## src/rtl/pmu_pkg.sv

```systemverilog
package pmu_pkg;
  localparam int DATA_W = 16;
  localparam int PTR_W  = 2 * DATA_W;

  typedef enum logic [2:0] {
    KIND_PTR_RD = 3'd0,
    KIND_PTR_WR = 3'd1,
    KIND_CTL_RD = 3'd2,
    KIND_CTL_WR = 3'd3,
    KIND_CLR    = 3'd4
  } acc_kind_e;

  typedef enum logic [2:0] {
    TGT_NONE,
    TGT_ROM,
    TGT_DRAM,
    TGT_DRAM_CELL,
    TGT_IRAM
  } tgt_e;

  typedef enum logic [1:0] {
    RSRC_HOLD,
    RSRC_ROM,
    RSRC_DRAM
  } rsrc_e;

  localparam logic [15:0] ROM_RD_MASK   = 16'hFFF0;
  localparam logic [15:0] ROM_RD_MATCH  = 16'h0800;
  localparam logic [15:0] DRAM_RD_MASK  = 16'h47FF;
  localparam logic [15:0] DRAM_RD_MATCH = 16'h0018;
  localparam logic [15:0] DRAM_WR_MASK  = 16'h43FF;
  localparam logic [15:0] DRAM_WR_MATCH = 16'h0018;
  localparam logic [15:0] CELL_WR_MASK  = 16'hFBFF;
  localparam logic [15:0] CELL_WR_MATCH = 16'h4018;
  localparam logic [15:0] IRAM_WR_MASK  = 16'h47FF;
  localparam logic [15:0] IRAM_WR_MATCH = 16'h001C;
  localparam int          OVR_BIT       = 10;

  function automatic logic [7:0] step_of(input logic [2:0] code);
    logic [7:0] s;
    case (code)
      3'd0:    s = 8'd0;
      3'd7:    s = 8'd128;
      default: s = 8'd1 << (code - 3'd1);
    endcase
    return s;
  endfunction

  // non-zero nibbles of nw replace the matching nibbles of old
  function automatic logic [DATA_W-1:0] merge_nibbles(input logic [DATA_W-1:0] old,
                                                      input logic [DATA_W-1:0] nw);
    logic [DATA_W-1:0] r;
    for (int i = 0; i < DATA_W / 4; i++) begin
      r[i*4 +: 4] = (nw[i*4 +: 4] != 4'h0) ? nw[i*4 +: 4] : old[i*4 +: 4];
    end
    return r;
  endfunction
endpackage

```

## src/rtl/pmu_decode.sv

```systemverilog
module pmu_decode
  import pmu_pkg::*;
(
  input  logic [PTR_W-1:0] ptr_i,
  input  logic             is_wr_i,
  output tgt_e             tgt_o,
  output logic             ovr_o,
  output logic [PTR_W-1:0] nxt_o
);
  logic [DATA_W-1:0] mode;
  logic [7:0]        step;

  assign mode = ptr_i[PTR_W-1:DATA_W];

  always_comb begin
    tgt_o = TGT_NONE;
    ovr_o = 1'b0;
    step  = 8'd0;
    if (!is_wr_i) begin
      if ((mode & ROM_RD_MASK) == ROM_RD_MATCH) begin
        tgt_o = TGT_ROM;
        step  = 8'd1;
      end else if ((mode & DRAM_RD_MASK) == DRAM_RD_MATCH) begin
        tgt_o = TGT_DRAM;
        step  = step_of(mode[13:11]);
      end
    end else begin
      if ((mode & DRAM_WR_MASK) == DRAM_WR_MATCH) begin
        tgt_o = TGT_DRAM;
        ovr_o = mode[OVR_BIT];
        step  = step_of(mode[13:11]);
      end else if ((mode & CELL_WR_MASK) == CELL_WR_MATCH) begin
        tgt_o = TGT_DRAM_CELL;
        ovr_o = mode[OVR_BIT];
        step  = ptr_i[0] ? 8'd31 : 8'd1;
      end else if ((mode & IRAM_WR_MASK) == IRAM_WR_MATCH) begin
        tgt_o = TGT_IRAM;
        step  = step_of(mode[13:11]);
      end
    end
  end

  // full-width add: address carries into the mode half
  assign nxt_o = ptr_i + PTR_W'(step);
endmodule

```

## src/rtl/pmu_ctrl.sv

```systemverilog
module pmu_ctrl
  import pmu_pkg::*;
(
  input  logic              clk_i,
  input  logic              rst_ni,
  input  logic              ctl_wr_i,
  input  logic              ctl_rd_i,
  input  logic              clr_i,
  input  logic              prog_take_i,
  input  logic              data_acc_i,
  input  logic [DATA_W-1:0] wdata_i,
  input  logic [PTR_W-1:0]  post_ptr_i,
  output logic [PTR_W-1:0]  ctrl_o,
  output logic              addr_pend_o,
  output logic              prog_pend_o,
  output logic [DATA_W-1:0] rd_half_o
);
  logic [PTR_W-1:0] ctrl_q;
  logic             addr_pend_q, prog_pend_q;

  always_ff @(posedge clk_i or negedge rst_ni) begin
    if (!rst_ni) begin
      ctrl_q      <= '0;
      addr_pend_q <= 1'b0;
      prog_pend_q <= 1'b0;
    end else if (clr_i) begin
      addr_pend_q <= 1'b0;
      prog_pend_q <= 1'b0;
    end else if (ctl_wr_i) begin
      if (!addr_pend_q) begin
        ctrl_q[DATA_W-1:0] <= wdata_i;
        addr_pend_q        <= 1'b1;
      end else begin
        ctrl_q[PTR_W-1:DATA_W] <= wdata_i;
        addr_pend_q            <= 1'b0;
        prog_pend_q            <= 1'b1;
      end
    end else if (ctl_rd_i) begin
      if (!addr_pend_q) begin
        addr_pend_q <= 1'b1;
      end else begin
        addr_pend_q <= 1'b0;
        prog_pend_q <= 1'b1;
      end
    end else if (prog_take_i) begin
      prog_pend_q <= 1'b0;
    end else if (data_acc_i) begin
      ctrl_q      <= post_ptr_i;
      addr_pend_q <= 1'b0;
    end
  end

  assign ctrl_o      = ctrl_q;
  assign addr_pend_o = addr_pend_q;
  assign prog_pend_o = prog_pend_q;
  assign rd_half_o   = addr_pend_q ? ctrl_q[PTR_W-1:DATA_W] : ctrl_q[DATA_W-1:0];
endmodule

```

## src/rtl/pmu_ptr_bank.sv

```systemverilog
module pmu_ptr_bank
  import pmu_pkg::*;
#(
  parameter int NUM_PTRS = 5,
  parameter int IDX_W    = 3
) (
  input  logic             clk_i,
  input  logic             rst_ni,
  input  logic             side_wr_i,
  input  logic [IDX_W-1:0] idx_i,
  input  logic             upd_en_i,
  input  logic [PTR_W-1:0] upd_val_i,
  output logic [PTR_W-1:0] cur_o
);
  logic [PTR_W-1:0] rd_ptr_q [NUM_PTRS];
  logic [PTR_W-1:0] wr_ptr_q [NUM_PTRS];

  for (genvar g = 0; g < NUM_PTRS; g++) begin : g_ptr
    logic hit;
    assign hit = upd_en_i && (idx_i == IDX_W'(g));
    always_ff @(posedge clk_i or negedge rst_ni) begin
      if (!rst_ni) begin
        rd_ptr_q[g] <= '0;
        wr_ptr_q[g] <= '0;
      end else if (hit) begin
        if (side_wr_i) wr_ptr_q[g] <= upd_val_i;
        else           rd_ptr_q[g] <= upd_val_i;
      end
    end
  end

  always_comb begin
    cur_o = '0;
    for (int i = 0; i < NUM_PTRS; i++) begin
      if (idx_i == IDX_W'(i)) cur_o = side_wr_i ? wr_ptr_q[i] : rd_ptr_q[i];
    end
  end
endmodule

```

## src/rtl/pm_pointer_unit.sv

```systemverilog
module pm_pointer_unit
  import pmu_pkg::*;
#(
  parameter int NUM_PTRS = 5,
  parameter int ROM_AW   = 20,
  parameter int DRAM_AW  = 16,
  parameter int IRAM_AW  = 10,
  localparam int IDX_W   = (NUM_PTRS > 1) ? $clog2(NUM_PTRS + 1) : 1
) (
  input  logic               clk_i,
  input  logic               rst_ni,
  input  logic               acc_valid_i,
  input  logic [2:0]         acc_kind_i,
  input  logic [IDX_W-1:0]   acc_ptr_i,
  input  logic [15:0]        acc_wdata_i,
  output logic [15:0]        rdata_o,
  output logic               rvalid_o,
  output logic               busy_o,
  output logic               rom_rd_o,
  output logic [ROM_AW-1:0]  rom_addr_o,
  input  logic [15:0]        rom_rdata_i,
  output logic               dram_rd_o,
  output logic               dram_wr_o,
  output logic [DRAM_AW-1:0] dram_addr_o,
  output logic [15:0]        dram_wdata_o,
  input  logic [15:0]        dram_rdata_i,
  output logic               iram_wr_o,
  output logic [IRAM_AW-1:0] iram_addr_o,
  output logic [15:0]        iram_wdata_o
);
  logic accept, idx_ok, is_wr, ptr_acc, prog_take, data_acc;
  logic ctl_rd, ctl_wr, clr, rd_req;
  logic addr_pend, prog_pend, ovr;
  logic [PTR_W-1:0]  ctrl, cur_ptr, nxt_ptr;
  logic [DATA_W-1:0] ctl_half;
  tgt_e tgt;

  logic               busy_q, rvalid_q;
  logic [DRAM_AW-1:0] ovr_addr_q;
  logic [DATA_W-1:0]  ovr_data_q, rhold_q;
  rsrc_e              rsrc_q, rsrc_d;

  assign accept    = acc_valid_i && !busy_q;
  assign idx_ok    = acc_ptr_i < IDX_W'(NUM_PTRS);
  assign is_wr     = acc_kind_i == KIND_PTR_WR;
  assign ptr_acc   = accept && idx_ok && (acc_kind_i == KIND_PTR_RD || is_wr);
  assign prog_take = ptr_acc && prog_pend;
  assign data_acc  = ptr_acc && !prog_pend;
  assign ctl_rd    = accept && acc_kind_i == KIND_CTL_RD;
  assign ctl_wr    = accept && acc_kind_i == KIND_CTL_WR;
  assign clr       = accept && acc_kind_i == KIND_CLR;
  assign rd_req    = ctl_rd || (ptr_acc && !is_wr);

  pmu_ctrl u_ctrl (
    .clk_i       (clk_i),
    .rst_ni      (rst_ni),
    .ctl_wr_i    (ctl_wr),
    .ctl_rd_i    (ctl_rd),
    .clr_i       (clr),
    .prog_take_i (prog_take),
    .data_acc_i  (data_acc),
    .wdata_i     (acc_wdata_i),
    .post_ptr_i  (nxt_ptr),
    .ctrl_o      (ctrl),
    .addr_pend_o (addr_pend),
    .prog_pend_o (prog_pend),
    .rd_half_o   (ctl_half)
  );

  pmu_ptr_bank #(.NUM_PTRS(NUM_PTRS), .IDX_W(IDX_W)) u_bank (
    .clk_i     (clk_i),
    .rst_ni    (rst_ni),
    .side_wr_i (is_wr),
    .idx_i     (acc_ptr_i),
    .upd_en_i  (prog_take || (data_acc && tgt != TGT_NONE)),
    .upd_val_i (prog_take ? ctrl : nxt_ptr),
    .cur_o     (cur_ptr)
  );

  pmu_decode u_dec (
    .ptr_i   (cur_ptr),
    .is_wr_i (is_wr),
    .tgt_o   (tgt),
    .ovr_o   (ovr),
    .nxt_o   (nxt_ptr)
  );

  logic dram_tgt;
  assign dram_tgt = tgt == TGT_DRAM || tgt == TGT_DRAM_CELL;

  // memory strobes
  assign rom_rd_o     = data_acc && !is_wr && tgt == TGT_ROM;
  assign rom_addr_o   = cur_ptr[ROM_AW-1:0];
  assign dram_rd_o    = data_acc && dram_tgt && (!is_wr || ovr);
  assign dram_wr_o    = busy_q || (data_acc && is_wr && dram_tgt && !ovr);
  assign dram_addr_o  = busy_q ? ovr_addr_q : cur_ptr[DRAM_AW-1:0];
  assign dram_wdata_o = busy_q ? merge_nibbles(dram_rdata_i, ovr_data_q) : acc_wdata_i;
  assign iram_wr_o    = data_acc && is_wr && tgt == TGT_IRAM;
  assign iram_addr_o  = cur_ptr[IRAM_AW-1:0];
  assign iram_wdata_o = acc_wdata_i;

  always_comb begin
    rsrc_d = RSRC_HOLD;
    if (data_acc && !is_wr) begin
      if (tgt == TGT_ROM)       rsrc_d = RSRC_ROM;
      else if (tgt == TGT_DRAM) rsrc_d = RSRC_DRAM;
    end
  end

  always_ff @(posedge clk_i or negedge rst_ni) begin
    if (!rst_ni) begin
      busy_q     <= 1'b0;
      ovr_addr_q <= '0;
      ovr_data_q <= '0;
      rvalid_q   <= 1'b0;
      rsrc_q     <= RSRC_HOLD;
      rhold_q    <= '0;
    end else begin
      busy_q   <= data_acc && is_wr && dram_tgt && ovr;
      rvalid_q <= rd_req;
      if (data_acc && is_wr) begin
        ovr_addr_q <= cur_ptr[DRAM_AW-1:0];
        ovr_data_q <= acc_wdata_i;
      end
      if (rd_req) begin
        rsrc_q  <= rsrc_d;
        rhold_q <= ctl_rd ? ctl_half : '0;
      end
    end
  end

  always_comb begin
    rdata_o = '0;
    if (rvalid_q) begin
      case (rsrc_q)
        RSRC_ROM:  rdata_o = rom_rdata_i;
        RSRC_DRAM: rdata_o = dram_rdata_i;
        default:   rdata_o = rhold_q;
      endcase
    end
  end

  assign rvalid_o = rvalid_q;
  assign busy_o   = busy_q;
endmodule

```

## config.mk

```make
export PLATFORM = sky130hd
export DESIGN_NAME = pm_pointer_unit
export DESIGN_NICKNAME = d
export VERILOG_FILES = /design/src/rtl/pmu_pkg.sv /design/src/rtl/pmu_decode.sv /design/src/rtl/pmu_ctrl.sv /design/src/rtl/pmu_ptr_bank.sv /design/src/rtl/pm_pointer_unit.sv
export SDC_FILE = /design/constraint.sdc
export NUM_CORES = 1
export LEC_CHECK = 0
export CORE_MARGIN = 3
export CORE_UTILIZATION = 44
export CTS_BUF_LIST = sky130_fd_sc_hd__clkbuf_8
export DETAILED_ROUTE_END_ITERATION = 8
export HOLD_SLACK_MARGIN = 0.08
export PLACE_DENSITY = 0.72
export SLEW_MARGIN = 20
export SYNTH_ARGS = -nofsm -noshare
export SYNTH_HDL_FRONTEND = slang
export SYNTH_HIERARCHICAL = 1
export SYNTH_SLANG_ARGS = --single-unit
```

## constraint.sdc

```tcl
create_clock -name clk_i -period 9.48 [get_ports clk_i]
set_input_delay 0.948 -clock clk_i [delete_from_list [all_inputs] [get_ports clk_i]]
set_output_delay 0.948 -clock clk_i [all_outputs]
set_load 0.01 [all_outputs]
```

Word level (Yosys, flattened, before mapping) --
Cells that the tools add are included.
Cells by class: add/sub/neg operators 2, $lt $le $gt $ge 1, equal/unequal tests 25, shift-type cells 1, multiplexer cells 58, bitwise gates (word level) 2, reductions and logical operators 58
Operator list (count):
- $mux W32 | 15
- $mux W16 | 7
- $mux W8 | 6
- $add A32 B8 Y32 | 1
- $pmux W16 S2 | 1
- $eq A12 B5 Y1 const B | 2
- $logic_and A1 B1 Y1 | 24
- $reduce_bool A4 Y1 | 6
- $reduce_and A2 Y1 | 11
- $eq A3 B2 Y1 const B | 6
- $mux W4 | 4
- $pmux W8 S2 | 1
- $eq A15 B14 Y1 const B | 1
- $mux W1 | 14
- $eq A12 B8 Y1 const B | 1
- $eq A3 B3 Y1 const B | 4
- $mux W3 | 4
- $eq A11 B5 Y1 const B | 1
- $mux W2 | 5
- $reduce_and A5 Y1 | 2
- $eq A3 B1 Y1 const B | 3
- $logic_not A3 Y1 | 3
- $shl A1 B3 Y8 const A | 1
- $logic_or A1 B1 Y1 | 6
- 12 further kinds | 18
Word-level totals: register bits after elaboration 406, bits of input ports 57, output and inout port bits 100, word-level logic and storage cells 167

Depth between registers and ports, before layout --
Gate-level depths: netlist of the first run.
depth in word-level cells 19, depth in mapped cells 23, gate-level depth less buffers 20

Hierarchy --
The synthesis of the first run kept the hierarchy.
Modules (own cells, without submodules):
- pmu_ptr_bank | instances 1, cells each 1097, area each 14859.3 µm², seq. area each 8007.7 µm²
- pm_pointer_unit | instances 1, cells each 349, area each 3788.6 µm², seq. area each 1301.2 µm²
- pmu_ctrl | instances 1, cells each 185, area each 1984.4 µm², seq. area each 850.8 µm²
- pmu_decode | instances 1, cells each 157, area each 1086.0 µm², seq. area each 0.0 µm²

Least setup slack after synthesis of the first run --
Ideal clock, no wire load.
path kind input to register, from input port acc_kind_i[2], to register u_bank/rd_ptr_q[122] in the netlist's numbering, library setup time 128 ps, arrival 6145 ps, required time 9352 ps, slack 3208 ps, cell stages on the path 22, buffers on the path 4, path through nor3b_2 buf_4 buf_2 buf_2 mux2i_1 o22ai_1 a31o_2 or3_1 nor4_1 nand2_1 a211o_1 a32oi_1 ha_1 fa_1 a211oi_1 o21ai_0 o211ai_2 nor4_1 xnor2_1 mux2_4 buf_1 mux2_1
On the way: elaborated cells on any way between the ends 47, classes of those cells add/sub (2); eq/ne (7); shift (1); mux (25); bitwise (1); reduce/logical (11)
RTL lines:
- start: declaration | RTL line pm_pointer_unit.sv:13 | input logic [2:0] acc_kind_i,
- $eq A3 B1 Y1 (*) | RTL line pm_pointer_unit.sv:45 | assign is_wr = acc_kind_i == KIND_PTR_WR;
- $mux W32 (5 in series) | RTL line pmu_ptr_bank.sv:35 | if (idx_i == IDX_W'(i)) cur_o = side_wr_i ? wr_ptr_q[i] : rd_ptr_q[i];
- $mux W32 (*) | RTL line pmu_ptr_bank.sv:35
- via cur_ptr[23] | RTL line pm_pointer_unit.sv:34 | logic [PTR_W-1:0] ctrl, cur_ptr, nxt_ptr;
- $eq A12 B5 Y1 | RTL line pmu_decode.sv:36 | end else if ((mode & IRAM_WR_MASK) == IRAM_WR_MATCH) begin
- $mux W8 | RTL line pmu_decode.sv:36
- $mux W8 | RTL line pmu_decode.sv:32 | end else if ((mode & CELL_WR_MASK) == CELL_WR_MATCH) begin
- $mux W8 | RTL line pmu_decode.sv:28 | if ((mode & DRAM_WR_MASK) == DRAM_WR_MATCH) begin
- $mux W8 | RTL line pmu_decode.sv:19 | if (!is_wr_i) begin
- $add A32 B8 Y32 (*) | RTL line pmu_decode.sv:44 | assign nxt_o = ptr_i + PTR_W'(step);
- via nxt_ptr[26] | RTL line pm_pointer_unit.sv:34
- $mux W32 (*) | RTL line pm_pointer_unit.sv:76 | .upd_val_i (prog_take ? ctrl : nxt_ptr),
- end signal: indexed assignment | RTL line pmu_ptr_bank.sv:27 | else rd_ptr_q[g] <= upd_val_i;
- end: declaration | RTL line pmu_ptr_bank.sv:15 | logic [PTR_W-1:0] rd_ptr_q [NUM_PTRS];
The timed path passes the listed nets; every way through them passes the cells marked *. A chain may end at the register's enable or synchronous reset.

Final worst setup path of the first run --
from input port acc_kind_i[0], to register u_bank/rd_ptr_q[120] in the netlist's numbering
On the way: elaborated cells on any way between the ends 47, classes of those cells add/sub (2); eq/ne (7); shift (1); mux (25); bitwise (1); reduce/logical (11)
RTL lines:
- $eq A3 B1 Y1 (*) | RTL line pm_pointer_unit.sv:45
- via is_wr | RTL line pm_pointer_unit.sv:31 | logic accept, idx_ok, is_wr, ptr_acc, prog_take, data_acc;
- $mux W32 (5 in series) | RTL line pmu_ptr_bank.sv:35
- $mux W32 (*) | RTL line pmu_ptr_bank.sv:35
- via cur_ptr[22] | RTL line pm_pointer_unit.sv:34
- $eq A12 B5 Y1 | RTL line pmu_decode.sv:36
- $mux W8 | RTL line pmu_decode.sv:36
- $mux W8 | RTL line pmu_decode.sv:32
- $mux W8 | RTL line pmu_decode.sv:28
- $mux W8 | RTL line pmu_decode.sv:19
- $add A32 B8 Y32 (*) | RTL line pmu_decode.sv:44
- via nxt_ptr[24] | RTL line pm_pointer_unit.sv:34
- $mux W32 (*) | RTL line pm_pointer_unit.sv:76
Marks and branches as above.

==> flow_summary.yaml, run 1 <==
clock_network:
  cts_made_buffers: 69
  cts_resized: 0
  cts_hold_buffers: 0
  htree_levels: 3
  cts_tree: "done"
  clockBufferDepth: 3
  clock-sinks: 406
  clk_pin_slew_ns: 0.05
  clock_tree.root_cell: "clkbuf_8"
  post_cts_buffers: 0
  clock_latency_ns: 0.60
routing:
  viasPerCell: 5.83
  avgRoutedWirePerCell_um: 23.1
  first_pass_iters: 5
  ant_nets: 0
  vias: 15000
  drt_iter0_markers: 915
  routed_wl_mm: 59.4
  remaining_drc_errors: 0
yosys:
  async_flop_share_pct: 100
  syn_nets: 1856
  synth.yosys.seq_area_share_pct: 46.8
  synth-seq-cells: 406
  syn_area_um2: 21700
  syn_area_per_cell_um2: 12.1
  synth_flop_cell: "dfrtp_1"
  synth_cells: 1788
  synth_edf_count: 0
  ys_types: 67
  ys_warn_count: 6
timing:
  rsz0062_at_grt: "false"
  relSlewSlack_pct: 31.1
  min_period_ns: 7.58
  fin_skew_ns: 0.0270
  fin_crit_sh_pct: 80.0
  setup_tns_ns: 0
  worst_slack_ns: 1.90
  worstMarginPinSlew_ns: 1.03
  hold_violations: 0
  setup_violations: 0
  timing.fmax_ghz: 0.132
  final_max_slew_viol_count: 0
setup_path:
  critPathLaunch: "acc_kind_i[0]"
  worst-setup-path-type: "in -> reg"
  path_common_cell: "nor4_1"
  worstPathMaxFanout: 17
  start_kind: "input pin"
  arrival_ns: 8.05
  cpLargestDelayFamily: "simple AND/OR/NAND/NOR gates"
  worstPathRequired_ns: 9.95
  cp_slowest_stage_delay_ns: 0.89
  r2r_start: "u_bank/rd_ptr_q[149]$_DFFE_PN0P_"
  worst-path-buf-inv: 2
  end_kind: "flop"
  path_cells: "clkdlybuf4s50_1, nor3b_4, buf_4, mux2i_1, o22ai_1, a31o_2, or3_1, nor4_1, nand2_1, a211o_1, a32oi_1, ha_1, fa_1, a211oi_1, o21ai_0, o211ai_2, nor4_1, xnor2_1, mux2_4, mux2_2"
  crit_path_top_delay_cell: "nor3b_4"
cells_and_area:
  syn2layout_area_growth_pct: 14.6
  fillers: 4218
  final_nets: 1939
  seqCellArea_um2: 10200
  drive_gt1_share_pct: 32.7
  multi_input_area_um2: 10500
placed_design:
  hpwl_mm: 38.1
  io_buffers: 156
  preCtsSetupSlack_ns: 1.49
  gp_congestion: 0.931
pwr:
  p_per_area_nw_per_um2: 159
  irDropWorstVdd_mv: 0.0944
  power.leakage_nw: 11.5
  power.total_w: 0.00395
grt:
  antenna_found_initial: 1
  track_usage_pct: 22.4
  grt_pass1_vias: 15700
  grt_start_max_net_pins: 194
  grt_pass1_wl_mm: 92.9
  grt-ovfl-total: 0
die:
  core_um2: 48200
  start_util_pct: 45.0
  num_io_pins: 157
  die_h_um: 228
  rows: 80
  dieWidth_um: 228
  die_area_um2: 52100
run_status:
  status: "completed"
flow_run:
  max-cap-violations: 0
worst_hold_path:
  hold_class: "in -> async"
[routing by layer]
metal,track usage (%),wire (um)
met1,30.5,26800
met2,36.4,27800
met3,4.19,3320
met4,6.73,1470
met5,0,0
[final timing paths]
| path | to | slack [ns] | depth (start not counted) |
|---|---|---|---|
| max in group asynchronous | u_ctrl/ctrl_o[31]$_DFFE_PN0P_ | 7.38 | 4 |
| hold reg to reg | u_bank/rd_ptr_q[103]$_DFFE_PN0P_ | 0.49 | 1 |
| setup reg to reg | u_bank/rd_ptr_q[120]$_DFFE_PN0P_ | 3.48 | 18 |
| setup / recovery | u_bank/rd_ptr_q[120]$_DFFE_PN0P_ | 1.90 | 20 |
| min in group clk_i | u_bank/rd_ptr_q[103]$_DFFE_PN0P_ | 0.49 | 1 |
| hold / removal | u_bank/rd_ptr_q[1]$_DFFE_PN0P_ | 0.33 | 1 |
[metrics by stage]
| stage | hold slack (ns) | util (%) | cell area [um2] | cells |
|---|---|---|---|---|
| 6_report | 0.325 | 51.6 | 24900 | 2576 |
| 5_1_grt | 0.352 | 51.6 | 24900 | 2575 |
| 4_1_cts | 0.489 | 51.4 | 24800 | 2572 |
| 3_5_place_dp | 0.476 | 48.6 | 23500 | 2454 |
| 3_3_place_gp | 0.466 | 48.6 | 23500 | 2454 |
| 2_1_floorplan | 0.457 | - | 21700 | 1788 |
[where the power goes]
part	leakage (nW)	internal, W	switching, W
Clock	0.770	0.000838	0.000703
Sequential	5.63	0.00183	0.0000765
Combinational	5.06	0.000245	0.000263
[registers in the layout, indices dropped and copies added (netlist names)]
name,cells
busy_o,1
ovr_addr_q,16
ovr_data_q,16
rhold_q,16
rsrc_q,2
rvalid_o,1
u_bank/rd_ptr_q,160
u_bank/wr_ptr_q,160
u_ctrl/addr_pend_o,1
u_ctrl/ctrl_o,32
u_ctrl/prog_pend_o,1
[synthesized netlist by cell type, drive strengths merged, types with 18 or more instances]
library cell | instances | area, um2
a211oi | 34 | 255
a21oi | 46 | 253
a31o | 33 | 289
and2 | 18 | 113
buf | 127 | 782
clkbuf | 51 | 191
dfrtp | 406 | 10200
inv | 46 | 173
mux2 | 448 | 5330
mux2i | 129 | 1290
nand2 | 51 | 191
nor2 | 38 | 145
nor2b | 35 | 219
o21ai | 91 | 455
o22ai | 65 | 407
[placed cells by master, fill, tap and decap left out, drive strengths merged, types with 38 or more instances in the layout]
master and n:
o22ai 65, inv 69, clkdlybuf4s50 153, nand2 51, clkbuf 89, o21ai 91, nor2 38, mux2 448
a21oi 46, mux2i 129, dfrtp 406
[kinds of logic after synthesis]
family	after synthesis	share of synthesized area, %
compound gates	321	9.62
flops	406	46.8
fa+ha+maj	11	0.668
buf+inv	224	5.28
other cells	1	0.0173
simple gates	218	5.92
xor+xnor	30	1.21
mux	577	30.5
[cell type report]
class | count | area share, %
Clock inverter | 29 | 0.528
Multi-Input combinational cell | 1158 | 42.1
Timing Repair Buffer | 190 | 7.59
Tap cell | 656 | 3.30
Clock buffer | 89 | 4.92
Antenna cell | 2 | 0.0201
Sequential cell | 406 | 40.8
Inverter | 46 | 0.694
Note: power is estimated with default switching activity, not from simulation.
==> inputs of run 2 (changes only) <==
clock period = 7.48 ns   (was 9.48 ns; I/O delays follow)
==> run 2 against run 1 <==
- die area is the same
- clock skew decreased by 0.0017 ns
- worst hold slack worse by 0.22 ns
- worst setup slack got worse by 0.96 ns
- register-to-register slack worse by 1.4 ns
- count of clock-buffer cells in the layout is 8 lower
- critical path depth increased by 1
- cell area increased by 0.10%
- combinational power up 27%
- largest power group unchanged
==> flow_summary.yaml, run 2 (same netlist as run 1, synthesis figures left out) <==
setup_path:
  r2r_start: "u_bank/rd_ptr_q[149]$_DFFE_PN0P_"
  critPathLaunch: "acc_kind_i[1]"
  critPathCapture: "u_bank/wr_ptr_q[18]$_DFFE_PN0P_"
  r2r_end: "u_bank/wr_ptr_q[18]$_DFFE_PN0P_"
  worstSetupPathDepth: 21
  cp_slowest_stage_delay_ns: 0.57
  worstPathRequired_ns: 7.99
  arrival_ns: 7.05
  end_kind: "flop"
  worst-path-buf-inv: 3
  start_kind: "input pin"
  cpLargestDelayFamily: "compound AO/OA/AOI/OAI gates"
  worstPathMaxFanout: 52
  crit_path_top_delay_cell: "clkdlybuf4s50_1"
  path_cells: "clkdlybuf4s50_1, nor3b_4, buf_12, buf_4, nor2b_1, a211oi_1, o22ai_1, a31o_2, nor4_1, o21ai_0, o21ai_0, nand3b_1, o21ai_0, fa_1, a211oi_1, o21ai_0, o211ai_2, nor4_1, xnor2_1, mux2_4, mux2_2"
  path_common_cell: "o21ai_0"
  worst-setup-path-type: "in -> reg"
  reg2regPathDepth: 19
  r2r_slack_ns: 2.10
grt:
  grt_start_max_net_pins: 183
  grt-ovfl-total: 0
  antenna_found_initial: 0
  grt_pass1_wl_mm: 91.9
  grt_pass1_vias: 15500
  track_usage_pct: 22.4
timing:
  relSlewSlack_pct: 35.0
  hold_violations: 0
  worstMarginPinSlew_ns: 0.975
  min_period_ns: 6.54
  setup_violations: 0
  worst_slack_ns: 0.943
  setup_tns_ns: 0
  fin_crit_sh_pct: 87.4
  whs_ns: 0.105
  timing.fmax_ghz: 0.153
  rsz0062_at_grt: "false"
  final_max_slew_viol_count: 0
  fin_skew_ns: 0.0253
pwr:
  power.leakage_nw: 11.5
  p_per_area_nw_per_um2: 200
  irDropWorstVdd_mv: 0.157
clock_network:
  cts_resized: 0
  cts_tree: "done"
  cts_made_buffers: 67
  clock_tree.root_cell: "clkbuf_8"
  clk_pin_slew_ns: 0.06
  clock-sinks: 406
  htree_levels: 3
  post_cts_buffers: 0
  clock_latency_ns: 0.63
  cts_hold_buffers: 0
  clockBufferDepth: 3
placed_design:
  hpwl_mm: 38.3
  dp.cells: 2465
  postPlaceCellArea_um2: 23600
  preCtsSetupSlack_ns: 0.490
  gp_congestion: 0.924
  io_buffers: 156
routing:
  vias: 15000
  dr_wl_met2_mm: 27.6
  highest_layer: "met4"
  ant_nets: 0
  avgRoutedWirePerCell_um: 23.0
  wl_met3_mm: 3.79
  first_pass_iters: 5
  drt_iter0_markers: 1046
  viasPerCell: 5.82
  routed_wl_mm: 59.3
  remaining_drc_errors: 0
  m1WireLength_mm: 26.1
cells_and_area:
  layout_common_cells: "405 x dfrtp_1, 355 x mux2_2, 153 x clkdlybuf4s50_1"
  seqCellArea_um2: 10200
  layout_commonest_cell: "dfrtp_1"
  drive_gt1_share_pct: 32.9
  multi_input_area_um2: 10500
  final_area_um2: 24900
  final_nets: 1946
  fillers: 4267
  syn2layout_area_growth_pct: 14.7
  stdcell_count: 2578
die:
  rows: 80
  num_io_pins: 157
  core_um2: 48200
  die_area_um2: 52100
  dieWidth_um: 228
  die_h_um: 228
  start_util_pct: 45.0
flow_run:
  max-cap-violations: 0
worst_hold_path:
  hold_class: "in -> async"
run_status:
  status: "completed"
[run 2: worst min path at each step]
stage | from | to | slack, ns | cells past startpoint
after floorplan | rst_ni | busy_o$_DFF_PN0_ | 0.45 | 0
after global placement | u_bank/rd_ptr_q[65]$_DFFE_PN0P_ | u_bank/rd_ptr_q[65]$_DFFE_PN0P_ | 0.47 | 1
after detailed placement | u_bank/rd_ptr_q[100]$_DFFE_PN0P_ | u_bank/rd_ptr_q[100]$_DFFE_PN0P_ | 0.47 | 1
after CTS | rst_ni | u_bank/wr_ptr_q[22]$_DFFE_PN0P_ | 0.1 | 1
after global routing | rst_ni | u_bank/wr_ptr_q[154]$_DFFE_PN0P_ | 0.14 | 1
final | rst_ni | u_bank/rd_ptr_q[26]$_DFFE_PN0P_ | 0.10 | 1
[run 2: final cells by class]
cell class | instances | share of cell area [%]
Sequential cell | 406 | 40.8
Timing Repair Buffer | 199 | 7.91
Multi-Input combinational cell | 1158 | 42.0
Clock buffer | 81 | 4.48
Clock inverter | 30 | 0.759
Inverter | 46 | 0.693
Antenna cell | 2 | 0.0201
Tap cell | 656 | 3.30
[run 2: stage by stage]
stage	total power (W)	util, %
floorplan	0.00283	-
global placement	0.00307	48.9
detailed placement	0.00309	48.9
CTS	0.00502	51.6
global route	0.00519	51.6
finish	0.00498	51.6
[run 2: metal layers]
metal	GRT usage (%)	vias up
met5	0	-
li1	-	6629
met4	8.07	0
met2	36.4	544
met1	29.8	7689
met3	4.68	132
[run 2: power breakdown]
group / leakage [nW] / internal (W) / total [W] / switching (W)
Clock: 0.746 / 0.00105 / 0.00193 / 0.000883
Combinational: 5.09 / 0.000309 / 0.000642 / 0.000333
Sequential: 5.63 / 0.00231 / 0.00241 / 0.0000995
